File: src/rtl/mbx_pkg.sv
package mbx_pkg;
  typedef enum logic {
    WIN_STATUS = 1'b0,
    WIN_DATA   = 1'b1
  } win_e;

  typedef enum logic {
    CTL_GO   = 1'b0,
    CTL_DROP = 1'b1
  } ctl_e;
endpackage

File: src/rtl/mbx_channel.sv
module mbx_channel #(
  parameter int unsigned DATA_W = 8
) (
  input  logic              clk_i,
  input  logic              rst_ni,
  input  logic              push_i,
  input  logic [DATA_W-1:0] wdata_i,
  input  logic              pop_i,
  output logic [DATA_W-1:0] data_o,
  output logic              avail_o
);
  always_ff @(posedge clk_i or negedge rst_ni) begin
    if (!rst_ni) begin
      data_o  <= '0;
      avail_o <= 1'b0;
    end else begin
      if (push_i) data_o <= wdata_i;
      // a push in the same cycle wins over a pop
      if (push_i)     avail_o <= 1'b1;
      else if (pop_i) avail_o <= 1'b0;
    end
  end

  a_r2_push_sets: assert property (@(posedge clk_i) disable iff (!rst_ni)
    push_i |=> avail_o);
  a_r4_pop_clears: assert property (@(posedge clk_i) disable iff (!rst_ni)
    (pop_i && !push_i) |=> !avail_o);
  a_r8_push_stores: assert property (@(posedge clk_i) disable iff (!rst_ni)
    push_i |=> (data_o == $past(wdata_i)));
  a_r7_idle_holds: assert property (@(posedge clk_i) disable iff (!rst_ni)
    !push_i |=> $stable(data_o));
endmodule

File: src/rtl/mbx_port.sv
module mbx_port
  import mbx_pkg::*;
#(
  parameter int unsigned DATA_W = 8
) (
  input  logic              clk_i,
  input  logic              rst_ni,
  input  logic              req_i,
  input  logic              we_i,
  input  logic              addr_i,
  input  logic [DATA_W-1:0] status_i,
  input  logic [DATA_W-1:0] in_data_i,
  input  logic              ctl_rd_i,
  output logic              push_o,
  output logic              pop_o,
  output logic [DATA_W-1:0] rdata_o
);
  logic rd;
  assign rd     = req_i && !we_i;
  assign push_o = req_i && we_i && (win_e'(addr_i) == WIN_DATA);
  assign pop_o  = rd && (win_e'(addr_i) == WIN_DATA);

  always_ff @(posedge clk_i or negedge rst_ni) begin
    if (!rst_ni) begin
      rdata_o <= '0;
    end else if (rd) begin
      rdata_o <= (win_e'(addr_i) == WIN_DATA) ? in_data_i : status_i;
    end else if (ctl_rd_i) begin
      rdata_o <= '0;
    end
  end

  a_r11_hold: assert property (@(posedge clk_i) disable iff (!rst_ni)
    (!rd && !ctl_rd_i) |=> $stable(rdata_o));
  a_r4_data_return: assert property (@(posedge clk_i) disable iff (!rst_ni)
    pop_o |=> (rdata_o == $past(in_data_i)));
endmodule

File: src/rtl/mbx_start_ctl.sv
module mbx_start_ctl
  import mbx_pkg::*;
(
  input  logic clk_i,
  input  logic rst_ni,
  input  logic ctl_rd_i,
  input  logic ctl_addr_i,
  output logic release_o,
  output logic test_o
);
  logic go, drop;
  assign go   = ctl_rd_i && (ctl_e'(ctl_addr_i) == CTL_GO);
  assign drop = ctl_rd_i && (ctl_e'(ctl_addr_i) == CTL_DROP);

  always_ff @(posedge clk_i or negedge rst_ni) begin
    if (!rst_ni) begin
      release_o <= 1'b0;
      test_o    <= 1'b0;
    end else begin
      if (go)   release_o <= 1'b1;
      if (go)   test_o    <= 1'b1;
      else if (drop) test_o <= 1'b0;
    end
  end

  a_r9_test_high: assert property (@(posedge clk_i) disable iff (!rst_ni)
    go |=> test_o);
  a_r9_start: assert property (@(posedge clk_i) disable iff (!rst_ni)
    go |=> release_o);
  a_r9_sticky: assert property (@(posedge clk_i) disable iff (!rst_ni)
    release_o |=> release_o);
  a_r10_test_low: assert property (@(posedge clk_i) disable iff (!rst_ni)
    drop |=> !test_o);
  a_r10_no_release: assert property (@(posedge clk_i) disable iff (!rst_ni)
    !go |=> $stable(release_o));
endmodule

File: src/rtl/mbx_bridge.sv
module mbx_bridge #(
  parameter int unsigned DATA_W = 8
) (
  input  logic              clk_i,
  input  logic              rst_ni,
  input  logic              host_req_i,
  input  logic              host_we_i,
  input  logic              host_addr_i,
  input  logic [DATA_W-1:0] host_wdata_i,
  output logic [DATA_W-1:0] host_rdata_o,
  input  logic              host_ctl_req_i,
  input  logic              host_ctl_addr_i,
  input  logic              cop_req_i,
  input  logic              cop_we_i,
  input  logic              cop_addr_i,
  input  logic [DATA_W-1:0] cop_wdata_i,
  output logic [DATA_W-1:0] cop_rdata_o,
  output logic              cop_release_o,
  output logic              cop_test_o
);
  localparam int unsigned MSB = DATA_W - 1;

  logic              h2c_avail, c2h_avail;
  logic [DATA_W-1:0] h2c_data, c2h_data;
  logic              host_push, host_pop, cop_push, cop_pop;
  logic [DATA_W-1:0] host_status, cop_status;

  // active-low flags: bit 0 incoming waiting, host bit MSB own byte unread
  always_comb begin
    host_status      = '0;
    host_status[0]   = ~c2h_avail;
    host_status[MSB] = ~h2c_avail;
    cop_status       = '0;
    cop_status[0]    = ~h2c_avail;
  end

  mbx_channel #(.DATA_W(DATA_W)) i_h2c (
    .clk_i, .rst_ni,
    .push_i(host_push), .wdata_i(host_wdata_i), .pop_i(cop_pop),
    .data_o(h2c_data), .avail_o(h2c_avail)
  );

  mbx_channel #(.DATA_W(DATA_W)) i_c2h (
    .clk_i, .rst_ni,
    .push_i(cop_push), .wdata_i(cop_wdata_i), .pop_i(host_pop),
    .data_o(c2h_data), .avail_o(c2h_avail)
  );

  mbx_port #(.DATA_W(DATA_W)) i_host_port (
    .clk_i, .rst_ni,
    .req_i(host_req_i), .we_i(host_we_i), .addr_i(host_addr_i),
    .status_i(host_status), .in_data_i(c2h_data), .ctl_rd_i(host_ctl_req_i),
    .push_o(host_push), .pop_o(host_pop), .rdata_o(host_rdata_o)
  );

  mbx_port #(.DATA_W(DATA_W)) i_cop_port (
    .clk_i, .rst_ni,
    .req_i(cop_req_i), .we_i(cop_we_i), .addr_i(cop_addr_i),
    .status_i(cop_status), .in_data_i(h2c_data), .ctl_rd_i(1'b0),
    .push_o(cop_push), .pop_o(cop_pop), .rdata_o(cop_rdata_o)
  );

  mbx_start_ctl i_start (
    .clk_i, .rst_ni,
    .ctl_rd_i(host_ctl_req_i), .ctl_addr_i(host_ctl_addr_i),
    .release_o(cop_release_o), .test_o(cop_test_o)
  );

  a_r5_host_status_fmt: assert property (@(posedge clk_i) disable iff (!rst_ni)
    (host_req_i && !host_we_i && !host_addr_i) |=>
      (host_rdata_o[MSB-1:1] == '0) && (host_rdata_o[0] == !$past(c2h_avail)));
  a_r6_cop_status_fmt: assert property (@(posedge clk_i) disable iff (!rst_ni)
    (cop_req_i && !cop_we_i && !cop_addr_i) |=>
      (cop_rdata_o[MSB:1] == '0) && (cop_rdata_o[0] == !$past(h2c_avail)));
  a_r7_status_write_inert: assert property (@(posedge clk_i) disable iff (!rst_ni)
    (host_req_i && host_we_i && !host_addr_i && !cop_pop) |=> $stable(h2c_avail));
endmodule

File: config.mk
export PLATFORM = sky130hd
export DESIGN_NAME = mbx_bridge
export DESIGN_NICKNAME = d
export VERILOG_FILES = /design/src/rtl/mbx_pkg.sv /design/src/rtl/mbx_channel.sv /design/src/rtl/mbx_port.sv /design/src/rtl/mbx_start_ctl.sv /design/src/rtl/mbx_bridge.sv
export SDC_FILE = /design/constraint.sdc
export NUM_CORES = 1
export LEC_CHECK = 0
export ABC_AREA = 0
export ABC_CLOCK_PERIOD_IN_PS = 2600
export BUFFER_PORTS_ARGS = -buffer_cell sky130_fd_sc_hd__buf_4
export CAP_MARGIN = 20
export CORE_MARGIN = 2
export CORE_UTILIZATION = 50
export DETAILED_ROUTE_END_ITERATION = 16
export HOLD_SLACK_MARGIN = 0.06
export PLACE_DENSITY_LB_ADDON = 0.25
export SYNTH_ARGS = -nofsm -noshare
export SYNTH_HDL_FRONTEND = slang
export SYNTH_HIERARCHICAL = 1
export SYNTH_SLANG_ARGS = --single-unit
export TNS_END_PERCENT = 10
File: constraint.sdc
create_clock -name clk_i -period 2.6 [get_ports clk_i]
set_clock_uncertainty 0.2 [all_clocks]
set_input_delay 0.26 -clock clk_i [delete_from_list [all_inputs] [get_ports clk_i]]
set_output_delay 0.26 -clock clk_i [all_outputs]
set_load 0.05 [all_outputs]
==> impl_metrics.ini, run 1 <==
[floorplan]
dieArea_um2 = 3980
start_util_pct = 52.3
die_h_um = 63.1
rows = 21
die_w_um = 63.1
ioPinCount = 44
core_um2 = 3340

[timing]
finalSetupViolations = 0
tns_ns = 0
report.final.slew_viol_count = 0
rsz0062_at_grt = false
finalHoldViolCount = 0
min_period_ns = 1.67
max_freq_ghz = 0.599
finalCritPeriodShare_pct = 64.2

[power_and_ir_drop]
pwr-share-clk_pct = 19.9
p_sw_share_pct = 30.7
ir_worst_vdd_v = 0.000296
p_int_uw = 936
p_leak_nw = 1.21
power.switching_uw = 416
p_per_area_nw_per_um2 = 564
power_frac_comb_pct = 29.3
power_frac_seq_pct = 50.8

[worst_setup_path]
r2r_end = i_start/test_o
r2r_start = i_start/test_o
cp_data_arrival_time_ns = 1.69
critPathLaunchType = input port
required_ns = 2.62
worstPathMaxFanout = 10
worst_setup_path_end_kind = flop
setup.worst_path.class = in2reg
reg2regPathDepth = 3
regToRegSetupSlack_ns = 1.22

[cells_and_area]
diodes = 0
final_common_cell = buf_4
fill_cells = 252
regArea_um2 = 901
layout_common_cells = buf_4, dfrtp_1, mux2i_1, dlygate4sd3_1, conb_1
drive_gt1_share_pct = 34.9
fin_util_pct = 71.9
nNetsFinal = 235
area_growth_syn_to_layout_pct = 37.5
multiInputGateArea_um2 = 832

[routing]
routed_via_density = 4.44
dr.pass1.iters = 4
drc = 0
dr_total_vias = 1133
antenna_left = 0
wire_per_inst_um = 12.7
drtIter0Drc = 35
routed_wirelength_um = 3230

[clocking]
cts.sinks = 36
cts_tree = done
clkLatencyLatePin_ns = 0.33
cts_buffer_depth = 2
cts_buffers = 5
htree_levels = 2
cts-resized-gates = 0
cts_root_buffer = clkbuf_4
cts.clk_slew.worst_paths_ns = 0.10

[global_route]
track_usage_pct = 18.1
first_global_vias = 1251
grt_max_degree = 37
grt_overflow = 0
grt_pass1_wl_um = 5480
antenna_found_initial = 0

[placement]
gp_congestion = 0.769
post-dp-hpwl_um = 2210
io_buffers = 43

[hold_path]
min_path_cells = 3
min_to = i_cop_port/rdata_o[7]
hold_start = cop_req_i
hold_class = in2reg

[logic_synthesis]
synth.area.top_cells = dfrtp_1, mux2i_1, mux2_4
synth_top_area_cell = dfrtp_1
ys_seq_elements = 36
ys_types = 12
syn-mean-instance-area_um2 = 14.2
yosysWarnings = 6
syn_area_um2 = 1740
netlist.area_leader.share_pct = 51.6
ys_seq_area_share_pct = 51.6
syn_inst = 123

[flow_run]
drv_cap = 0

[status]
outcome = finished clean
[routing by layer]
metal / GRT usage (%) / wire (um) / share of wire, % / vias up
met1: 21.7 / 1460 / 45 / 534
met2: 30.2 / 1590 / 49 / 28
met4: 9.44 / 65 / 2.0 / 0
met3: 4.29 / 115 / 3.6 / 7
li1: - / - / - / 564
met5: 0 / 0 / 0 / -
[cell usage after synthesis (all sizes together)]
library cell,n
dfrtp,36
mux2i,32
nand2b,18
mux2,16
buf,6
inv,5
a21o,2
and2,2
and3,2
nor2b,2
conb,1
o21ai,1
[kinds of logic (layout without fill, tap and decap cells)]
| kind of cell | after synthesis | in the layout | share of synthesized area (%) |
|---|---|---|---|
| other | 1 | 21 | 0.215 |
| buffers and inverters | 11 | 77 | 4.95 |
| AO/OA/AOI/OAI | 3 | 3 | 1.29 |
| flip-flops | 36 | 36 | 51.6 |
| AND/OR/NAND/NOR | 24 | 24 | 9.76 |
| multiplexers | 48 | 48 | 32.1 |
[worst max path at each step]
| stage | from | endpoint | slack, ns | cells past startpoint |
|---|---|---|---|---|
| final | host_ctl_req_i | i_start/test_o | 0.93 | 5 |
| after global routing | cop_we_i | i_h2c/avail_o | 0.91 | 6 |
| after CTS | host_ctl_req_i | i_start/test_o | 0.95 | 5 |
| after detailed placement | cop_addr_i | i_c2h/data_o[1] | 1.09 | 3 |
| after global placement | cop_addr_i | i_c2h/data_o[2] | 1.09 | 3 |
| after floorplan | cop_addr_i | i_c2h/data_o[0] | 1.27 | 4 |
[per-stage QoR]
stage / std cells / setup slack, ns / hold WS [ns] / power (mW) / area (um2)
floorplan: 143 / 1.27 / -0.236 / 0.953 / 1820
global route: 255 / 0.911 / 0.157 / 1.42 / 2400
global placement: 226 / 1.09 / 0.0340 / 1.06 / 2130
detailed placement: 226 / 1.09 / 0.0420 / 1.07 / 2130
finish: 255 / 0.931 / 0.163 / 1.35 / 2400
CTS: 255 / 0.950 / 0.147 / 1.37 / 2400
[power by group through the flow]
stage	sequential [mW]	clock [mW]	combinational (mW)
3_5_place_dp	0.697	0	0.371
6_report	0.687	0.269	0.396
2_1_floorplan	0.788	0	0.165
4_1_cts	0.688	0.283	0.398
5_1_grt	0.698	0.303	0.420
3_3_place_gp	0.694	0	0.363
[sequential cells by signal, indices dropped and copies added (netlist names)]
| name | flops |
|---|---|
| i_host_port/rdata_o | 8 |
| i_h2c/data_o | 8 |
| i_c2h/data_o | 8 |
| i_cop_port/rdata_o | 8 |
| i_c2h/avail_o | 1 |
| i_h2c/avail_o | 1 |
| i_start/release_o | 1 |
| i_start/test_o | 1 |
[worst max-delay path, stage by stage]
cell and delay, ns:
dlygate4sd3_1 0.54, buf_4 0.17, nand2b_1 0.09, o21ai_1 0.07
dlygate4sd3_1 0.56
[layout make-up]
cell class / instances / area share (%)
tap: 46 / 2.40
timing repair buffer: 65 / 22.6
clock inverter: 1 / 0.209
clock buffer: 6 / 1.72
inverter: 5 / 0.782
multi-input combinational: 96 / 34.7
sequential: 36 / 37.6
[repair_timing]
action | CTS | global route
setup buffers | 0 | 0
endpoints found under the hold margin | 68 | 0
hold buffers | 22 | 0
Note: power is estimated with default switching activity, not from simulation.
==> run 2, diff against run 1 <==
Settings changed: ABC_CLOCK_PERIOD_IN_PS 2600 to 1700.
Clock period 2.6 ns to 1.7 ns, I/O delays scaled along.
==> impl_metrics.ini, run 2 (synthesis gave the netlist of run 1 again) <==
[status]
outcome = finished clean

[worst_setup_path]
r2r_end = i_start/test_o
cp_slowest_cell = dlygate4sd3_1
setup.worst_path.class = in2reg
crit_top_cell = dlygate4sd3_1
regToRegSetupSlack_ns = 0.34
r2r_start = i_start/test_o
slowest_delay_ns = 0.56
worstPathMaxFanout = 10
cp_data_arrival_time_ns = 1.61
path_delay_family = buffers and inverters
reg2regPathDepth = 3
cp.depth = 5
crit_chain = dlygate4sd3_1 > buf_4 > nand2b_1 > o21ai_1 > dlygate4sd3_1
worst_setup_path_end_kind = flop
crit_buf_inv = 3
critPathLaunchType = input port
required_ns = 1.73

[timing]
finalCritPeriodShare_pct = 92.9
finalHoldViolCount = 0
holdWs_ns = 0.0673
rsz0062_at_grt = false
max_freq_ghz = 0.634
min_period_ns = 1.58
finalSetupViolations = 0
tns_ns = 0
report.final.slew_viol_count = 0

[routing]
drtIter0Drc = 54
antenna_left = 0
drc = 0
dr.pass1.iters = 4
routed_via_density = 4.55
wire_per_inst_um = 13.7
routed_wirelength_um = 3550
dr_total_vias = 1182

[cells_and_area]
fill_cells = 249
regArea_um2 = 901
layout_common_cells = buf_4, dfrtp_1, mux2i_1, dlygate4sd3_1, conb_1
diodes = 0
fin_util_pct = 73.9
area_growth_syn_to_layout_pct = 41.4
final_area_um2 = 2470
multiInputGateArea_um2 = 832
final_common_cell = buf_4
stdcell_count = 260
drive_gt1_share_pct = 35.5
nNetsFinal = 239

[floorplan]
start_util_pct = 52.3
die_w_um = 63.1
die_h_um = 63.1
rows = 21
ioPinCount = 44
core_um2 = 3340
dieArea_um2 = 3980

[placement]
gp_congestion = 0.743
dpl-instance-area_um2 = 2150
post-dp-hpwl_um = 2380
io_buffers = 43
place_inst = 228

[global_route]
antenna_found_initial = 0
grt_max_degree = 37
grt_overflow = 0
track_usage_pct = 19.7
first_global_vias = 1303
grt_pass1_wl_um = 5980

[clocking]
cts_tree = done
cts_root_buffer = clkbuf_4
cts_buffers = 5
cts_buffer_depth = 2
cts.sinks = 36
htree_levels = 2
clkLatencyLatePin_ns = 0.34
cts.clk_slew.worst_paths_ns = 0.11

[hold_path]
min_path_cells = 3
min_to = i_cop_port/rdata_o[6]
hold_class = in2reg
hold_start = cop_addr_i

[power_and_ir_drop]
ir_worst_vdd_v = 0.000539
p_per_area_nw_per_um2 = 918
p_leak_nw = 1.26

[flow_run]
drv_cap = 0
-- run 2: cell count changes in the layout (fill, tap and decap cells not counted), sizes merged --
| cell | previous run | this run |
|---|---|---|
| buf | 43 | 45 |
| bufinv | 0 | 1 |
| dlygate4sd3 | 22 | 23 |
| dlymetal6s4s | 0 | 1 |
-- run 2: layout make-up --
class                           count  share of cell area [%]
Clock buffer                        6                    1.67
Sequential cell                    36                    36.5
Timing Repair Buffer               69                    23.5
Multi-Input combinational cell     96                    33.7
Clock inverter                      2                    1.42
Inverter                            5                   0.761
Tap cell                           46                    2.33
-- run 2: worst reg2reg max path: stages, from the launching register on --
cell and delay, ns:
dfrtp_1 0.39, inv_1 0.06, o21ai_1 0.05, dlygate4sd3_1 0.56
-- run 2: report_power, final --
| group | internal (mW) | switching [mW] |
|---|---|---|
| sequential | 0.979 | 0.0730 |
| clock | 0.308 | 0.286 |
| combinational | 0.307 | 0.312 |
-- run 2: routing by layer --
layer	part of all wire [%]	track usage, %	wire (um)
met1	44	24.5	1550
met2	51	32.7	1800
met3	3.4	4.11	122
met4	2.2	9.72	78
met5	0	0	0
-- run 2: worst max-delay path by stage --
stage / slack [ns] / from / end
2_1_floorplan: 0.46 / cop_addr_i / i_c2h/data_o[0]
6_report: 0.12 / host_ctl_req_i / i_start/test_o
3_5_place_dp: 0.26 / host_addr_i / i_h2c/data_o[3]
4_1_cts: 0.04 / host_we_i / i_host_port/rdata_o[5]
5_1_grt: 0.07 / host_ctl_req_i / i_start/test_o
3_3_place_gp: 0.28 / host_addr_i / i_h2c/data_o[5]
-- run 2: timing repair --
item                                    in CTS  in global routing
endpoints found under the hold margin       63                  1
endpoints found under the setup margin       0                  2
hold buffers                                24                  1
buffers inserted                             0                  0
resized for setup                            0                  1
-- run 2: per-stage QoR --
step	power [mW]	worst slack, ns
2_1_floorplan	1.46	0.464
3_3_place_gp	1.62	0.281
3_5_place_dp	1.64	0.258
4_1_cts	2.28	0.0378
5_1_grt	2.37	0.0725
6_report	2.26	0.122
==> run 3, diff against run 2 <==
==> constraint.sdc (replaced) <==
create_clock -name clk_i -period 1.7 [get_ports clk_i]
set_clock_uncertainty 0.2 [all_clocks]
set_input_delay 0.085 -clock clk_i [delete_from_list [all_inputs] [get_ports clk_i]]
set_output_delay 0.085 -clock clk_i [all_outputs]
set_load 0.05 [all_outputs]
==> impl_metrics.ini, run 3 (synthesis gave the netlist of run 1 again) <==
[status]
outcome = finished clean

[cells_and_area]
diodes = 0
multiInputGateArea_um2 = 832
layout_common_cells = buf_4, dfrtp_1, mux2i_1, dlygate4sd3_1, conb_1
regArea_um2 = 901
final_common_cell = buf_4
nNetsFinal = 246
fill_cells = 221
drive_gt1_share_pct = 34.5
stdcell_count = 266
area_growth_syn_to_layout_pct = 43.4

[global_route]
first_global_vias = 1332
track_usage_pct = 20.3
grt_max_degree = 37
grt_pass1_wl_um = 6090
antenna_found_initial = 0
grt_overflow = 0

[placement]
place_inst = 228
place_ws_ns = 0.348
gp_congestion = 0.766
io_buffers = 43
post-dp-hpwl_um = 2330

[routing]
wire_per_inst_um = 13.4
routed_via_density = 4.53
drc = 0
antenna_left = 0
drtIter0Drc = 38
routed_wirelength_um = 3570
dr.pass1.iters = 4
dr_total_vias = 1204

[worst_setup_path]
endpoint = i_host_port/rdata_o[5]
setup.worst_path.class = in2reg
cp_data_arrival_time_ns = 1.72
r2r_start = i_c2h/data_o[5]
worstPathMaxFanout = 4
cp-startpoint = host_we_i
reg2regPathDepth = 3
regToRegSetupSlack_ns = 0.20
required_ns = 1.77
r2r_end = i_host_port/rdata_o[5]
critPathLaunchType = input port
worst_setup_path_end_kind = flop

[flow_run]
drv_cap = 0

[clocking]
clkLatencyLatePin_ns = 0.33
cts_tree = done
cts_buffer_depth = 2
cts.sinks = 36
cts_buffers = 5
htree_levels = 2
cts_root_buffer = clkbuf_4
cts.clk_slew.worst_paths_ns = 0.11

[timing]
report.final.slew_viol_count = 0
finalHoldViolCount = 0
setup_ws_ns = 0.0498
finalCritPeriodShare_pct = 97.1
min_period_ns = 1.65
tns_ns = 0
max_freq_ghz = 0.606
rsz0062_at_grt = false
finalSetupViolations = 0

[floorplan]
die_h_um = 63.1
rows = 21
dieArea_um2 = 3980
start_util_pct = 52.3
ioPinCount = 44
core_um2 = 3340
die_w_um = 63.1

[power_and_ir_drop]
p_leak_nw = 1.26
ir_worst_vdd_v = 0.000585
p_per_area_nw_per_um2 = 844

[hold_path]
hold_class = reg2reg
-- run 3: cell count changes in the layout (fill, tap and decap cells not counted) --
cell            change
dlygate4sd3_1       +7
bufinv_16           -1
dlymetal6s4s_1      -1
buf_4               +1
-- run 3: stage by stage --
step / utilization [%] / cell area (um2) / total power [mW] / hold slack, ns
floorplan: - / 1820 / 1.46 / -0.411
global placement: 64.3 / 2150 / 1.62 / -0.138
detailed placement: 64.3 / 2150 / 1.64 / -0.133
CTS: 75.0 / 2500 / 2.14 / 0.294
global route: 75.0 / 2500 / 2.24 / 0.295
finish: 75.0 / 2500 / 2.11 / 0.301
-- run 3: report_power, final --
part / internal [mW] / switching [mW]
Sequential: 0.979 / 0.0751
Combinational: 0.322 / 0.315
Clock: 0.152 / 0.268
-- run 3: worst min path at each step --
stage,start,end,slack [ns],cells after the start
finish,i_start/release_o,i_start/release_o,0.30,1
detailed placement,rst_ni,i_cop_port/rdata_o[3],-0.13,1
floorplan,rst_ni,i_c2h/avail_o,-0.41,0
global placement,rst_ni,i_cop_port/rdata_o[3],-0.14,1
global route,host_wdata_i[6],i_h2c/data_o[6],0.29,3
CTS,i_start/release_o,i_start/release_o,0.29,1
-- run 3: area by class of cell --
type	instances	area share (%)
clock buffers	6	1.65
clock inverters	1	0.200
inverters	5	0.750
multi-input cells	96	33.3
flip-flops and latches	36	36.0
well taps	46	2.30
repair buffers	76	25.8
-- run 3: metal layers --
metal	routed length (um)	part of all wire (%)	track usage (%)	up-vias
met2	1740	49	33.4	34
li1	-	-	-	584
met5	0	0	0	-
met1	1590	44	25.2	577
met4	81	2.3	8.33	0
met3	161	4.5	5.36	9
-- run 3: repair_timing --
item,in CTS,in global routing
hold endpoints to repair,71,0
hold buffers,31,0
setup endpoints to repair,0,1
resized for setup,0,0
buffers inserted,0,1
-- run 3: critical path: stages --
cell,delay (ns)
dlygate4sd3_1,0.55
buf_4,0.15
nor2b_4,0.16
mux2i_1,0.19
dlygate4sd3_1,0.57
